===== src/rtl/ring_pkg.sv =====
package ring_pkg;

  // Memory-side sequencer of one ring node
  typedef enum logic [1:0] {
    SRV_IDLE  = 2'd0,
    SRV_READ  = 2'd1,
    SRV_REPLY = 2'd2
  } srv_state_e;

endpackage


===== src/rtl/ring_req_side.sv =====
// Processor side of a ring node: one outstanding read, injection, reply pickup.
module ring_req_side #(
  parameter int AW = 6,
  parameter int DW = 16
) (
  input  logic          clk,
  input  logic          rst_n,
  input  logic          req_valid,
  input  logic [AW-1:0] req_addr,
  input  logic          inj_grant,
  input  logic          ack_hit,
  input  logic [DW-1:0] ack_data,
  output logic          inj_want,
  output logic [AW-1:0] inj_addr,
  output logic          ack_take,
  output logic          busy,
  output logic          rsp_valid,
  output logic [DW-1:0] rsp_data
);

  logic          pend_q, pend_d;
  logic          wait_q, wait_d;
  logic          rspv_q;
  logic          accept;
  logic [AW-1:0] addr_q;
  logic [DW-1:0] data_q;

  always_comb begin
    busy     = pend_q | wait_q;
    accept   = req_valid & ~busy;
    ack_take = ack_hit & wait_q;
    inj_want = pend_q;
    inj_addr = addr_q;
    pend_d   = pend_q;
    if (accept)         pend_d = 1'b1;
    else if (inj_grant) pend_d = 1'b0;
    wait_d   = wait_q;
    if (inj_grant)      wait_d = 1'b1;
    else if (ack_take)  wait_d = 1'b0;
  end

  always_ff @(posedge clk or negedge rst_n) begin
    if (!rst_n) begin
      pend_q <= 1'b0;
      wait_q <= 1'b0;
      rspv_q <= 1'b0;
    end else begin
      pend_q <= pend_d;
      wait_q <= wait_d;
      rspv_q <= ack_take;
    end
  end

  always_ff @(posedge clk) begin
    if (accept)   addr_q <= req_addr;
    if (ack_take) data_q <= ack_data;
  end

  assign rsp_valid = rspv_q;
  assign rsp_data  = data_q;

endmodule


===== src/rtl/ring_srv_side.sv =====
// Memory side of a ring node: takes one request, runs a fixed-latency read, queues the reply.
module ring_srv_side
  import ring_pkg::*;
#(
  parameter int IW  = 2,
  parameter int LW  = 4,
  parameter int DW  = 16,
  parameter int LAT = 2
) (
  input  logic          clk,
  input  logic          rst_n,
  input  logic          req_hit,
  input  logic [IW-1:0] req_src,
  input  logic [LW-1:0] req_local,
  input  logic          reply_grant,
  input  logic [DW-1:0] mem_rd_data,
  output logic          take,
  output logic          reply_want,
  output logic [IW-1:0] reply_id,
  output logic [DW-1:0] reply_data,
  output logic          mem_rd_en,
  output logic [LW-1:0] mem_rd_addr
);

  localparam int CW = (LAT > 1) ? $clog2(LAT) : 1;
  localparam logic [CW-1:0] LAST = CW'(LAT - 1);

  srv_state_e    state_q, state_d;
  logic [CW-1:0] cnt_q, cnt_d;
  logic [IW-1:0] id_q;
  logic [LW-1:0] la_q;
  logic [DW-1:0] data_q;
  logic          cap_en;

  always_comb begin
    take    = req_hit && (state_q == SRV_IDLE);
    cap_en  = (state_q == SRV_READ) && (cnt_q == LAST);
    state_d = state_q;
    cnt_d   = cnt_q;
    unique case (state_q)
      SRV_IDLE:  if (take) begin state_d = SRV_READ; cnt_d = '0; end
      SRV_READ:  if (cnt_q == LAST) state_d = SRV_REPLY;
                 else cnt_d = cnt_q + 1'b1;
      SRV_REPLY: if (reply_grant) state_d = SRV_IDLE;
      default:   state_d = SRV_IDLE;
    endcase
  end

  always_ff @(posedge clk or negedge rst_n) begin
    if (!rst_n) begin
      state_q <= SRV_IDLE;
      cnt_q   <= '0;
    end else begin
      state_q <= state_d;
      cnt_q   <= cnt_d;
    end
  end

  always_ff @(posedge clk) begin
    if (take) begin
      id_q <= req_src;
      la_q <= req_local;
    end
    if (cap_en) data_q <= mem_rd_data;
  end

  assign reply_want  = (state_q == SRV_REPLY);
  assign reply_id    = id_q;
  assign reply_data  = data_q;
  assign mem_rd_en   = (state_q == SRV_READ);
  assign mem_rd_addr = la_q;

endmodule


===== src/rtl/ring_node.sv =====
// One ring stop: slot decode, removal, injection and the stage register.
module ring_node #(
  parameter int IW    = 2,
  parameter int LW    = 4,
  parameter int DW    = 16,
  parameter int LAT   = 2,
  parameter int MY_ID = 0,
  localparam int AW   = IW + LW,
  localparam int SW   = 2 + AW + DW
) (
  input  logic          clk,
  input  logic          rst_n,
  input  logic [SW-1:0] slot_in,
  output logic [SW-1:0] slot_out,
  input  logic          req_valid,
  input  logic [AW-1:0] req_addr,
  output logic          busy,
  output logic          rsp_valid,
  output logic [DW-1:0] rsp_data,
  output logic          mem_rd_en,
  output logic [LW-1:0] mem_rd_addr,
  input  logic [DW-1:0] mem_rd_data
);

  localparam int F_REQ = SW - 1;
  localparam int F_ACK = SW - 2;

  logic          in_req, in_ack, mine;
  logic [AW-1:0] in_addr;
  logic [DW-1:0] in_data;
  logic          req_hit, ack_hit, take, ack_take;
  logic          inj_want, inj_grant, reply_want, reply_grant, slot_free;
  logic [AW-1:0] inj_addr;
  logic [IW-1:0] reply_id;
  logic [DW-1:0] reply_data;
  logic [SW-1:0] mid, slot_d, slot_q;

  always_comb begin
    in_req  = slot_in[F_REQ];
    in_ack  = slot_in[F_ACK];
    in_addr = slot_in[DW +: AW];
    in_data = slot_in[DW-1:0];
    mine    = (in_addr[AW-1 -: IW] == IW'(MY_ID));
    req_hit = in_req & mine;
    ack_hit = in_ack & mine;
  end

  always_comb begin
    mid = slot_in;
    if (take)     mid[F_REQ] = 1'b0;
    if (ack_take) mid[F_ACK] = 1'b0;
    slot_free   = ~mid[F_REQ] & ~mid[F_ACK];
    reply_grant = slot_free & reply_want;
    inj_grant   = slot_free & ~reply_want & inj_want;
    slot_d      = mid;
    if (reply_grant)    slot_d = {1'b0, 1'b1, reply_id, {LW{1'b0}}, reply_data};
    else if (inj_grant) slot_d = {1'b1, 1'b0, inj_addr, DW'(MY_ID)};
  end

  always_ff @(posedge clk or negedge rst_n) begin
    if (!rst_n) slot_q <= '0;
    else        slot_q <= slot_d;
  end

  assign slot_out = slot_q;

  ring_req_side #(.AW(AW), .DW(DW)) u_req (
    .clk       (clk),
    .rst_n     (rst_n),
    .req_valid (req_valid),
    .req_addr  (req_addr),
    .inj_grant (inj_grant),
    .ack_hit   (ack_hit),
    .ack_data  (in_data),
    .inj_want  (inj_want),
    .inj_addr  (inj_addr),
    .ack_take  (ack_take),
    .busy      (busy),
    .rsp_valid (rsp_valid),
    .rsp_data  (rsp_data)
  );

  ring_srv_side #(.IW(IW), .LW(LW), .DW(DW), .LAT(LAT)) u_srv (
    .clk         (clk),
    .rst_n       (rst_n),
    .req_hit     (req_hit),
    .req_src     (in_data[IW-1:0]),
    .req_local   (in_addr[LW-1:0]),
    .reply_grant (reply_grant),
    .mem_rd_data (mem_rd_data),
    .take        (take),
    .reply_want  (reply_want),
    .reply_id    (reply_id),
    .reply_data  (reply_data),
    .mem_rd_en   (mem_rd_en),
    .mem_rd_addr (mem_rd_addr)
  );

endmodule


===== src/rtl/ring_read_net.sv =====
// Ring of NODES stops; stage N feeds stop (N+1) mod NODES.
module ring_read_net #(
  parameter int NODES = 4,
  parameter int CELLS = 16,
  parameter int DW    = 16,
  parameter int LAT   = 2,
  localparam int IW   = (NODES > 1) ? $clog2(NODES) : 1,
  localparam int LW   = (CELLS > 1) ? $clog2(CELLS) : 1,
  localparam int AW   = IW + LW,
  localparam int SW   = 2 + AW + DW
) (
  input  logic                clk,
  input  logic                rst_n,
  input  logic [NODES-1:0]    req_valid,
  input  logic [NODES*AW-1:0] req_addr,
  output logic [NODES-1:0]    busy,
  output logic [NODES-1:0]    rsp_valid,
  output logic [NODES*DW-1:0] rsp_data,
  output logic [NODES-1:0]    mem_rd_en,
  output logic [NODES*LW-1:0] mem_rd_addr,
  input  logic [NODES*DW-1:0] mem_rd_data
);

  logic [SW-1:0] stage [NODES];

  for (genvar n = 0; n < NODES; n++) begin : g_node
    ring_node #(
      .IW(IW), .LW(LW), .DW(DW), .LAT(LAT), .MY_ID(n)
    ) u_node (
      .clk         (clk),
      .rst_n       (rst_n),
      .slot_in     (stage[(n + NODES - 1) % NODES]),
      .slot_out    (stage[n]),
      .req_valid   (req_valid[n]),
      .req_addr    (req_addr[n*AW +: AW]),
      .busy        (busy[n]),
      .rsp_valid   (rsp_valid[n]),
      .rsp_data    (rsp_data[n*DW +: DW]),
      .mem_rd_en   (mem_rd_en[n]),
      .mem_rd_addr (mem_rd_addr[n*LW +: LW]),
      .mem_rd_data (mem_rd_data[n*DW +: DW])
    );
  end

endmodule


===== config.mk =====
export PLATFORM = sky130hd
export DESIGN_NAME = ring_read_net
export DESIGN_NICKNAME = d
export VERILOG_FILES = /design/src/rtl/ring_pkg.sv /design/src/rtl/ring_req_side.sv /design/src/rtl/ring_srv_side.sv /design/src/rtl/ring_node.sv /design/src/rtl/ring_read_net.sv
export SDC_FILE = /design/constraint.sdc
export NUM_CORES = 1
export LEC_CHECK = 0
export CORE_MARGIN = 2
export CORE_UTILIZATION = 44
export CTS_CLUSTER_SIZE = 40
export DETAILED_ROUTE_END_ITERATION = 8
export DONT_BUFFER_PORTS = 1
export GPL_TIMING_DRIVEN = 0
export HOLD_SLACK_MARGIN = 0.08
export SLEW_MARGIN = 10
export SYNTH_ARGS = -nofsm -noshare
export SYNTH_HDL_FRONTEND = slang
export SYNTH_SLANG_ARGS = --single-unit

===== constraint.sdc =====
create_clock -name clk -period 2.9 [get_ports clk]
set_input_delay 0.29 -clock clk [delete_from_list [all_inputs] [get_ports clk]]
set_output_delay 0.29 -clock clk [all_outputs]
set_load 0.005 [all_outputs]

# Yosys cells after proc, flatten, opt, wreduce, memory -nomap -nowiden

Cells that the tools add are included.

Register bits: 296
Bits of input ports: 94

Add/subtract/negate cells: 4
Eq/ne operators: 23
Muxes and demuxes: 60
Bitwise operators: 52
Reduce and logical (&&, ||, !) cells: 33

Operator list:

| kind                                                                  | count |
|---|---|
| 24-bit two-way mux                                                    | 8 |
| 1-bit AND                                                             | 32 |
| 1-bit two-way mux                                                     | 32 |
| 2-bit two-way mux                                                     | 12 |
| 2-bit one-hot mux with 3 select lines                                 | 4 |
| 2-bit nonzero test                                                    | 12 |
| 2-bit != test, second input constant                                  | 8 |
| 1-bit NOT                                                             | 16 |
| 2-bit equality test, second input constant                            | 6 |
| 3-bit AND reduction                                                   | 4 |
| 2-bit by 1-bit equality test with 1-bit output, second input constant | 5 |
| 2-bit logical NOT                                                     | 5 |
| 1-bit logical AND                                                     | 8 |
| 2-bit by 1-bit != test with 1-bit output, second input constant       | 4 |
| 1-bit one-hot mux with 2 select lines                                 | 4 |
| 2-bit AND reduction                                                   | 4 |
| 1-bit adder, second input constant                                    | 4 |
| 1-bit OR                                                              | 4 |

# Longest topological paths before layout

Gate-level depths: netlist (run 1).

Word-level depth: 10
Mapped depth: 6
Gate-level depth less buffers: 4

# Modules after synthesis

A second synthesis (run 1) with hierarchy kept.

Cell total of the unflattened synthesis: 627
Area total of the unflattened synthesis: 10,575.1 sq um

By module, submodules not included:

| module                           | instances | cells an instance | area an instance (sq um) | seq. area each (sq um) |
|---|---|---|---|---|
| ring_srv_side                    | 4         | 36                | 798.3                    | 735.7 |
| ring_req_side                    | 4         | 32                | 782.0                    | 735.7 |
| ring_node (g_node[1].u_node ...) | 2         | 89                | 1,067.3                  | 600.6 |
| ring_node (g_node[3].u_node)     | 1         | 90                | 1,067.3                  | 600.6 |
| ring_node (g_node[0].u_node)     | 1         | 87                | 1,052.3                  | 600.6 |

# Worst setup path before layout (run 1)

OpenSTA, ideal clock, no wires.

Path kind: register to register
Start: register g_node[0].u_node.slot_q[21]
End: register g_node[1].u_node.u_req.data_q[0] (enable)
Setup time: 411 ps
Data arrival time: 1,725 ps
Required time: 2,489 ps
Setup slack: 763 ps
Cell stages (with the launch flop): 3
Buffers on the path: 0
Clock period less this slack: 2,137 ps
Cell sequence: dfrtp_1 nand2b_1 nor3_1

Word-level cells in the longest chain between the ends: 3

RTL lines:

| item                                           | RTL line            | RTL |
|---|---|---|
| start: declaration                             | ring_node.sv:36     | `logic [SW-1:0] mid, slot_d, slot_q;` |
| start signal: assignment                       | ring_node.sv:62     | `else slot_q <= slot_d;` |
| 2-bit by 1-bit equality test with 1-bit output | ring_node.sv:43     | `mine = (in_addr[AW-1 -: IW] == IW'(MY_ID));` |
| 1-bit AND                                      | ring_node.sv:45     | `ack_hit = in_ack & mine;` |
| 1-bit AND                                      | ring_req_side.sv:31 | `ack_take = ack_hit & wait_q;` |
| net g_node[1].u_node.ack_take                  | ring_node.sv:31     | `logic req_hit, ack_hit, take, ack_take;` |
| end signal: assignment                         | ring_req_side.sv:56 | `if (ack_take) data_q <= ack_data;` |
| end: declaration                               | ring_req_side.sv:26 | `logic [DW-1:0] data_q;` |

The timed path passes the listed nets, and every way through them passes these cells.
A chain may end at the register's enable or synchronous reset.

# Worst setup path in the final report (run 1)

Start: register g_node[2].u_node.u_srv.state_q[0]
End: register g_node[2].u_node.u_srv.la_q[2] (enable)

Word-level cells in the longest chain between the ends: 2

RTL lines:

| item                      | RTL line            | RTL |
|---|---|---|
| start: declaration        | ring_srv_side.sv:28 | `srv_state_e state_q, state_d;` |
| start signal: assignment  | ring_srv_side.sv:54 | `state_q <= state_d;` |
| 2-bit logical NOT         | ring_srv_side.sv:36 | `take = req_hit && (state_q == SRV_IDLE);` |
| 1-bit logical AND         | ring_srv_side.sv:36 |  |
| net g_node[2].u_node.take | ring_node.sv:31     |  |
| end signal: assignment    | ring_srv_side.sv:62 | `la_q <= req_local;` |
| end: declaration          | ring_srv_side.sv:31 | `logic [LW-1:0] la_q;` |

The timed path passes the listed nets, and every way through them passes these cells.

==> results.txt, run 1 <==
Fin cells: 1058
Critical-path cell list: or3b_1 -> nor3_1
Crit path kind: reg2reg
Slew @ Worst Pin: 1.11 ns
Post-DP HPWL: 16.9 mm
DP Worst Slack: 0.741 ns
Max Slew Vio Count: 0
Setup crit end kind: flip-flop
Number of synthesized register bits: 296
CTS tree: yes
Most frequent cells in the layout: edfxtp_1, dfrtp_1, dlygate4sd3_1
Yosys warning count: 0
First-pass iteration count of the detailed router: 7
Final instance area: 0.0127 mm^2
Share of layout cells above drive strength 1: 14.2%
DRT Wirelength: 24.3 mm
Core area: 0.0228 mm^2
CTS Hold Bufs: 90
GRT Overall Usage: 19.8%
Vias in the first global route: 5774
# placed instances: 912
Yosys cell types: 48
Routed WL per cell: 22.9 um
Hold crit path type: in2async
Initial core utilization: 45.2%
GPL Wtd Cong: 0.870
CTS H-tree lvls: 1
Final setup violation count: 0
Vias/cell: 5.25
Cell Rows: 55
Post-route ant nets: 0
Worst Path Required: 3.05 ns
Antenna diode count: 0
Final critical-path required period: 2.18 ns
Max-Cap Viols: 0
Initial antenna violation count: 0
Die Ht: 157 um
Hold Violations, Final: 120
Clock sinks: 296
CP startpoint kind: flip-flop
Commonest non-fill, non-tap cell in the layout: edfxtp_1
Crit-path leading delay family: simple AND/OR/NAND/NOR gates
Cell area power density: 1000 mW/mm^2
Largest net degree at the start of global routing: 121
Worst Path Max Fanout: 7
CTS max path bufs: 3
Worst vdd ir: 0.000628 V
Clock-pin slew on the worst setup and hold paths: 0.06 ns
# DRC: 0
Clk Latency, worst-skew pair: 0.54 ns
Period utilisation layout: 75.3%
Skew final: 0.0165 ns
Mapped cell area: 0.0103 mm^2
Vias: 5557
Iter 0 DRT Violations: 491
Worst path bufs/invs: 0
I/O pin total: 186
Nets: 815
CTS root buf: clkbuf_16
Post-DP Area: 0.0107 mm^2
Final core occ: 55.7%
Failing checks: hold timing
Outcome: finished with violations
Arrival @ worst endpoint: 2.34 ns
Die X: 157 um
DIE AREA: 0.0246 mm^2
Mean Syn Cell Area: 17.3 um^2
Worst setup margin: 0.715 ns
RSZ-0062 raised after global routing: false
Sequential area share after synthesis: 80.5%
Final-layout fill cell count: 1769
Postcts setup bufs: 0
Port Buf Inserts: 0
Static Leak: 5.05 nW
Worst path slowest cell: nor3_1
Hold_ws: -0.540 ns
TritonCTS Buffers: 30
Post-cts resize count: 0
CP max stage delay: 0.88 ns
Ys flop type: edfxtp_1
Post-synth EDFFs: 176
Synth async-reset ratio: 40.5%
Worst slew margin: 25.3%
Syn nets: 689
Remaining Overflow, GRT: 0
Fmax: 458 MHz
Layout area overhead: 23.4%
Post-synthesis cell count: 595
First-pass GRT wire length: 35.7 mm
[power by group]
| group | total (mW) | switching (mW) | internal [mW] | leakage (nW) |
|---|---|---|---|---|
| Clock | 4.02 | 1.58 | 2.44 | 0.515 |
| Sequential | 6.36 | 0.705 | 5.65 | 3.16 |
| Combinational | 2.34 | 1.40 | 0.945 | 1.37 |
[layout make-up]
type | instances | area [um^2] | share of cell area, %
buffer | 29 | 175 | 1.38
clock buffer | 39 | 856 | 6.74
clock inverter | 17 | 203 | 1.60
inverter | 31 | 116 | 0.916
multi-input combinational | 239 | 1730 | 13.6
sequential | 296 | 8290 | 65.3
tap | 313 | 392 | 3.08
timing repair buffer | 94 | 942 | 7.42
[stage by stage]
stage	setup TNS [ns]	power, mW
global placement	-4.99	8.49
floorplan	0	7.71
CTS	0	12.8
detailed placement	0	8.63
global route	0	13.3
finish	0	12.7
[path summary, 6_finish.rpt]
check	startpoint	end	slack, ns	cells past startpoint
worst min register to register	g_node[0].u_node.slot_out[12]	g_node[1].u_node.u_req.rsp_data[12]	0.44	0
worst min-delay path	rst_n	g_node[0].u_node.u_req.wait_q	-0.54	0
min in group clk	req_valid[0]	g_node[0].u_node.u_req.inj_addr[3]	0.11	2
worst max register to register	g_node[2].u_node.u_srv.state_q[0]	g_node[2].u_node.u_srv.mem_rd_addr[2]	0.72	2
worst max-delay path	g_node[2].u_node.u_srv.state_q[0]	g_node[2].u_node.u_srv.mem_rd_addr[2]	0.72	2
max in group asynchronous	rst_n	g_node[0].u_node.slot_out[15]	3.23	0
[cells in the mapped netlist (4+ instances only)]
| master | number | share of area [%] |
|---|---|---|
| edfxtp_1 | 176 | 51 |
| dfrtp_1 | 120 | 29 |
| a22o_1 | 68 | 5.8 |
| inv_1 | 31 | 1.1 |
| nand2_1 | 23 | 0.84 |
| o21ai_0 | 19 | 0.92 |
| a21oi_1 | 16 | 0.78 |
| buf_2 | 14 | 0.68 |
| nor2_1 | 14 | 0.51 |
| buf_4 | 13 | 0.95 |
| nand3_1 | 10 | 0.49 |
| nand2b_1 | 8 | 0.49 |
| nor2b_1 | 8 | 0.49 |
| and2_1 | 6 | 0.36 |
| a21o_1 | 5 | 0.36 |
| a22oi_1 | 5 | 0.36 |
| nand3b_1 | 5 | 0.36 |
| mux2_2 | 4 | 0.44 |
| mux2i_1 | 4 | 0.39 |
[registers in the layout, indices dropped and copies added, names as in the netlist, 8 cells and up]
register,count
g_node.u_node.u_req.rsp_data,64
g_node.u_node.u_srv.reply_data,64
g_node.u_node.u_srv.mem_rd_addr,16
g_node.u_node.u_srv.reply_id,8
g_node.u_node.u_srv.state_q,8
g_node.u_node.slot_out,96
g_node.u_node.u_req.inj_addr,24
[layer usage]
layer / share of wire (%) / vias to the layer above / GRT usage (%)
met5: 0 / - / 0
met4: 2.4 / 0 / 5.77
met3: 5.8 / 39 / 3.91
met2: 46 / 222 / 30.6
met1: 45 / 2818 / 28.7
li1: - / 2478 / -
[kinds of logic (layout without fill, tap and decap cells)]
| group | after synthesis | count (layout) | share of synthesized area [%] |
|---|---|---|---|
| muxes | 8 | 8 | 0.827 |
| DFF | 296 | 296 | 80.5 |
| buffers and inverters | 60 | 210 | 2.83 |
| and+or+nand+nor | 94 | 94 | 5.14 |
| AOI/OAI and AO/OA | 137 | 137 | 10.7 |
Power figures use the tool's default switching activity.
==> run 2, diff against run 1 <==
Clock period 2.9 ns to 2.2 ns, I/O delays scaled along.
==> run 2 against run 1 <==
  * The run still ends with hold timing left
  * Clock-buffer cell count unchanged
  * Sequential share of layout area decreased by 0.11 points
  * Combinational power increased by 32%
  * Die area unchanged
  * Global-route usage about the same
  * Largest cell class unchanged
  * Clock power increased by 32%
  * Design area increased by 0.17%
  * Power increased by 32%
  * Worst setup slack got worse by 0.60 ns
  * First-iteration DRC count decreased by 3.7%
==> results.txt, run 2 (synthesis results as in run 1) <==
Area of the multi-input gates: 0.00174 mm^2
Most frequent cells in the layout: edfxtp_1, dfrtp_1, dlygate4sd3_1
Final-layout fill cell count: 1767
CTS tree: yes
I/O pin total: 186
Clock-pin slew on the worst setup and hold paths: 0.06 ns
Arrival @ worst endpoint: 2.54 ns
DIE AREA: 0.0246 mm^2
Worst vdd ir: 0.000840 V
Worst slew margin: 34.2%
Period utilisation layout: 94.7%
Crit path from: g_node[0].u_node.u_srv.state_q[0]
Sw Ratio: 29.0%
Switching pwr: 4.87 mW
Vias/cell: 5.24
Worst Path Required: 2.66 ns
Core area: 0.0228 mm^2
CTS max path bufs: 3
Port Buf Inserts: 0
Post-DP HPWL: 16.9 mm
Hold_ws: -0.610 ns
Cell area power density: 1320 mW/mm^2
Vias: 5551
CTS H-tree lvls: 1
Seq pwr share: 50.0%
Final instance area: 0.0127 mm^2
First-pass iteration count of the detailed router: 5
Max-Cap Viols: 0
Share of layout cells above drive strength 1: 14.5%
GPL Wtd Cong: 0.870
Max reg flops: 96
Reg2reg start: g_node[0].u_node.u_srv.state_q[0]
Reg2Reg Depth: 5
P_int: 11.9 mW
TNS Setup: 0 ns
Power Total: 16.8 mW
Slew @ Worst Pin: 0.982 ns
Clock sinks: 296
Outcome: finished with violations
CTS root buf: clkbuf_16
Post-DP Area: 0.0107 mm^2
Reg-to-Reg End: g_node[0].u_node.slot_out[12]
Largest net degree at the start of global routing: 121
# DRC: 0
Initial core utilization: 45.2%
Antenna diode count: 0
Critical Path Sink: g_node[0].u_node.slot_out[12]
Failing checks: hold timing
Post-route ant nets: 0
Commonest non-fill, non-tap cell in the layout: edfxtp_1
Skew final: 0.0176 ns
Iter 0 DRT Violations: 473
Flop2flop setup slack: 0.12 ns
Final core occ: 55.8%
CTS Hold Bufs: 91
Static Leak: 5.06 nW
Vias in the first global route: 5786
Layout area overhead: 23.6%
Routed WL per cell: 23.0 um
Final critical-path required period: 2.08 ns
Hold Violations, Final: 120
DRT Wirelength: 24.4 mm
Initial antenna violation count: 0
Postcts setup bufs: 0
Reg area: 0.00829 mm^2
GRT Overall Usage: 19.8%
RSZ-0062 raised after global routing: false
Cell Rows: 55
Worst Path Max Fanout: 10
CP startpoint kind: flip-flop
TritonCTS Buffers: 30
Logic gate share of total power: 18.5%
Fmax: 480 MHz
First-pass GRT wire length: 35.8 mm
Nets: 816
Die X: 157 um
Crit path kind: reg2reg
Final setup violation count: 0
Die Ht: 157 um
Setup crit end kind: flip-flop
Max Slew Vio Count: 0
Hold crit path type: in2async
Clock power share: 31.5%
Clk Latency, worst-skew pair: 0.54 ns
Remaining Overflow, GRT: 0
-- run 2: final cells by class --
| type | instances | area share [%] |
|---|---|---|
| Inverter | 31 | 0.915 |
| Clock buffer | 39 | 6.73 |
| Tap cell | 313 | 3.08 |
| Sequential cell | 296 | 65.2 |
| Clock inverter | 17 | 1.59 |
| Buffer | 29 | 1.38 |
| Timing Repair Buffer | 95 | 7.49 |
| Multi-Input combinational cell | 239 | 13.7 |
-- run 2: how the worst min path moves through the flow --
stage / from / to / slack (ns)
6_report: rst_n / g_node[0].u_node.u_req.wait_q / -0.61
5_1_grt: rst_n / g_node[0].u_node.u_req.wait_q / -0.65
4_1_cts: rst_n / g_node[2].u_node.slot_out[14] / -0.65
3_5_place_dp: rst_n / g_node[3].u_node.slot_out[19] / -0.07
3_3_place_gp: rst_n / g_node[3].u_node.slot_out[16] / -0.07
2_1_floorplan: rst_n / g_node[0].u_node.slot_out[0] / -0.08
-- run 2: worst max-delay path: stages (launching register included) --
cell,delay [ns]
dfrtp_1,0.48
or2b_4,0.23
a21oi_1,0.08
o21ai_1,0.63
buf_2,0.35
a22o_1,0.23
-- run 2: power by group through the flow --
stage,clock network (mW),logic (mW),registers (mW)
floorplan,0,2.10,8.07
global placement,0,2.77,8.42
detailed placement,0,2.91,8.46
CTS,5.39,3.07,8.37
global route,5.63,3.38,8.52
finish,5.29,3.10,8.39
-- run 2: repair_timing --
action	4_1_cts	5_1_grt
gates resized for setup	0	2
endpoints found under the setup margin	0	15
endpoints found under the hold margin	229	120
-- run 2: through the flow --
stage | setup WS, ns | std cells
after floorplan | 0.0635 | 595
after global placement | -1.00 | 908
after detailed placement | 0.0413 | 912
after CTS | 0.0371 | 1059
after global routing | 0.0172 | 1059
final | 0.116 | 1059
-- run 2: per-layer routing --
metal  vias to the layer above  GRT usage [%]  routed length (um)
li1                       2477              -                   -
met2                       210           30.5               11300
met1                      2825           28.8               11100
met4                         0           5.77                 576
met3                        39           3.91                1390
met5                         -              0                   0
==> run 3, diff against run 2 <==
Settings changed: CTS_CLUSTER_SIZE 40 to not set.
Clock period 2.2 ns to 1.9 ns, I/O delays scaled along.
==> run 3 against run 2 <==
  * The flow still finishes with violations (hold timing)
  * Utilization grew 0.41 points
  * Register-to-register slack lost 0.06 ns
  * Clock power grew 12%
  * Die area is the same
  * Cell count grew 0.47%
  * Global-route usage shrank 0.18 points
  * Critical endpoint is now g_node[0].u_node.slot_out[13]
  * Largest power group unchanged
==> results.txt, run 3 (synthesis results as in run 1) <==
Logic gate share of total power: 19.7%
CP max stage delay: 0.50 ns
Post-route ant nets: 0
Fmax: 544 MHz
Crit path kind: reg2reg
CTS H-tree lvls: 1
RSZ-0062 raised after global routing: false
Max-Cap Viols: 0
Arrival @ worst endpoint: 2.24 ns
Worst path slowest cell: dfrtp_1
Layout area overhead: 24.5%
Flop2flop setup slack: 0.06 ns
Skew final: 0.0108 ns
Initial antenna violation count: 3
Die X: 157 um
Worst vdd ir: 0.000826 V
DP Worst Slack: -0.223 ns
Commonest non-fill, non-tap cell in the layout: edfxtp_1
Max Slew Vio Count: 0
Max reg flops: 96
GPL Wtd Cong: 0.853
Clk Latency, worst-skew pair: 0.53 ns
Clock power share: 30.5%
TNS Setup: 0 ns
Port Buf Inserts: 0
TritonCTS Buffers: 30
P_int: 13.9 mW
Hold crit path type: in2async
Seq pwr share: 49.8%
Critical-path cell list: or3b_4 -> nand2_1 -> o21ai_4 -> buf_2 -> a22o_1
Worst slew margin: 43.5%
DIE AREA: 0.0246 mm^2
CTS root buf: clkbuf_16
Clock sinks: 296
Crit path from: g_node[3].u_node.slot_out[20]
Worst Path Required: 2.30 ns
Reg2reg start: g_node[3].u_node.slot_out[20]
Sw Ratio: 28.8%
Nets: 819
Cell area power density: 1520 mW/mm^2
Final critical-path required period: 1.84 ns
Remaining Overflow, GRT: 0
Failing checks: hold timing
Critical Path Sink: g_node[0].u_node.slot_out[13]
Iter 0 DRT Violations: 305
CP startpoint kind: flip-flop
Worst setup margin: 0.0605 ns
Cell Rows: 55
Outcome: finished with violations
Initial core utilization: 45.2%
CTS tree: yes
Period utilisation layout: 96.8%
Worst Path Max Fanout: 10
Share of layout cells above drive strength 1: 15.5%
First-pass iteration count of the detailed router: 6
Die Ht: 157 um
Most frequent cells in the layout: edfxtp_1, dfrtp_1, dlygate4sd3_1
Vias in the first global route: 5683
Vias/cell: 5.14
Switching pwr: 5.61 mW
I/O pin total: 186
CTS Hold Bufs: 91
Slew @ Worst Pin: 0.844 ns
DRT Wirelength: 24.0 mm
CTS max path bufs: 3
Setup crit end kind: flip-flop
First-pass GRT wire length: 35.4 mm
Final setup violation count: 0
Core area: 0.0228 mm^2
Largest net degree at the start of global routing: 121
Clock-pin slew on the worst setup and hold paths: 0.06 ns
Reg2Reg Depth: 5
Hold_ws: -0.643 ns
# DRC: 0
Routed WL per cell: 22.5 um
Vias: 5473
Reg-to-Reg End: g_node[0].u_node.slot_out[13]
Static Leak: 5.08 nW
Post-DP HPWL: 16.7 mm
GRT Overall Usage: 19.6%
Hold Violations, Final: 120
## run 3: worst min path at each step
stage / endpoint / cells past startpoint
6_report: g_node[3].u_node.slot_out[18] / 0
2_1_floorplan: g_node[0].u_node.slot_out[0] / 0
4_1_cts: g_node[2].u_node.slot_out[6] / 0
3_3_place_gp: g_node[0].u_node.u_srv.cnt_q / 0
3_5_place_dp: g_node[0].u_node.u_srv.cnt_q / 0
5_1_grt: g_node[0].u_node.slot_out[20] / 0
## run 3: worst max-delay path: cells and delay by family (launching register included)
kind | cells | cell delay (ns)
buffers and inverters | 1 | 0.22
DFF | 1 | 0.50
AOI/OAI and AO/OA | 2 | 0.37
and+or+nand+nor | 2 | 0.62
## run 3: metrics by stage
stage	instances	total power [mW]	area, um^2	utilization (%)
after floorplan	595	11.8	10300	-
after global placement	908	13.0	10700	46.9
after detailed placement	910	13.2	10700	47.1
after CTS	1062	19.5	12700	55.9
after global routing	1062	20.4	12800	56.2
final	1064	19.5	12800	56.2
## run 3: power groups by stage
stage / logic [mW] / clock network (mW) / registers [mW]
floorplan: 2.44 / 0 / 9.34
CTS: 3.74 / 6.07 / 9.69
detailed placement: 3.38 / 0 / 9.78
global placement: 3.27 / 0 / 9.73
global route: 4.19 / 6.34 / 9.89
finish: 3.84 / 5.95 / 9.71
## run 3: routing by layer
layer / up-vias / global-route usage, % / part of all wire (%)
met5: - / 0 / 0
met3: 22 / 4.68 / 6.5
met2: 179 / 30.4 / 47
met1: 2789 / 28.5 / 45
met4: 0 / 4.11 / 1.1
li1: 2483 / - / -
## run 3: final cells by class
cell class	count	area [um^2]
Tap cell	313	392
Timing Repair Buffer	99	986
Inverter	31	116
Fill cell	1758	9970
Buffer	28	176
Sequential cell	296	8290
Clock inverter	14	168
Antenna cell	2	5.00
Clock buffer	42	847
Multi-Input combinational cell	239	1830
## run 3: repair_timing
| item | CTS | global route |
|---|---|---|
| hold endpoints to repair | 229 | 120 |
| resized for setup | 8 | 16 |
| pin swaps | 2 | 1 |
| buffers inserted | 5 | 1 |
| setup endpoints to repair | 66 | 89 |
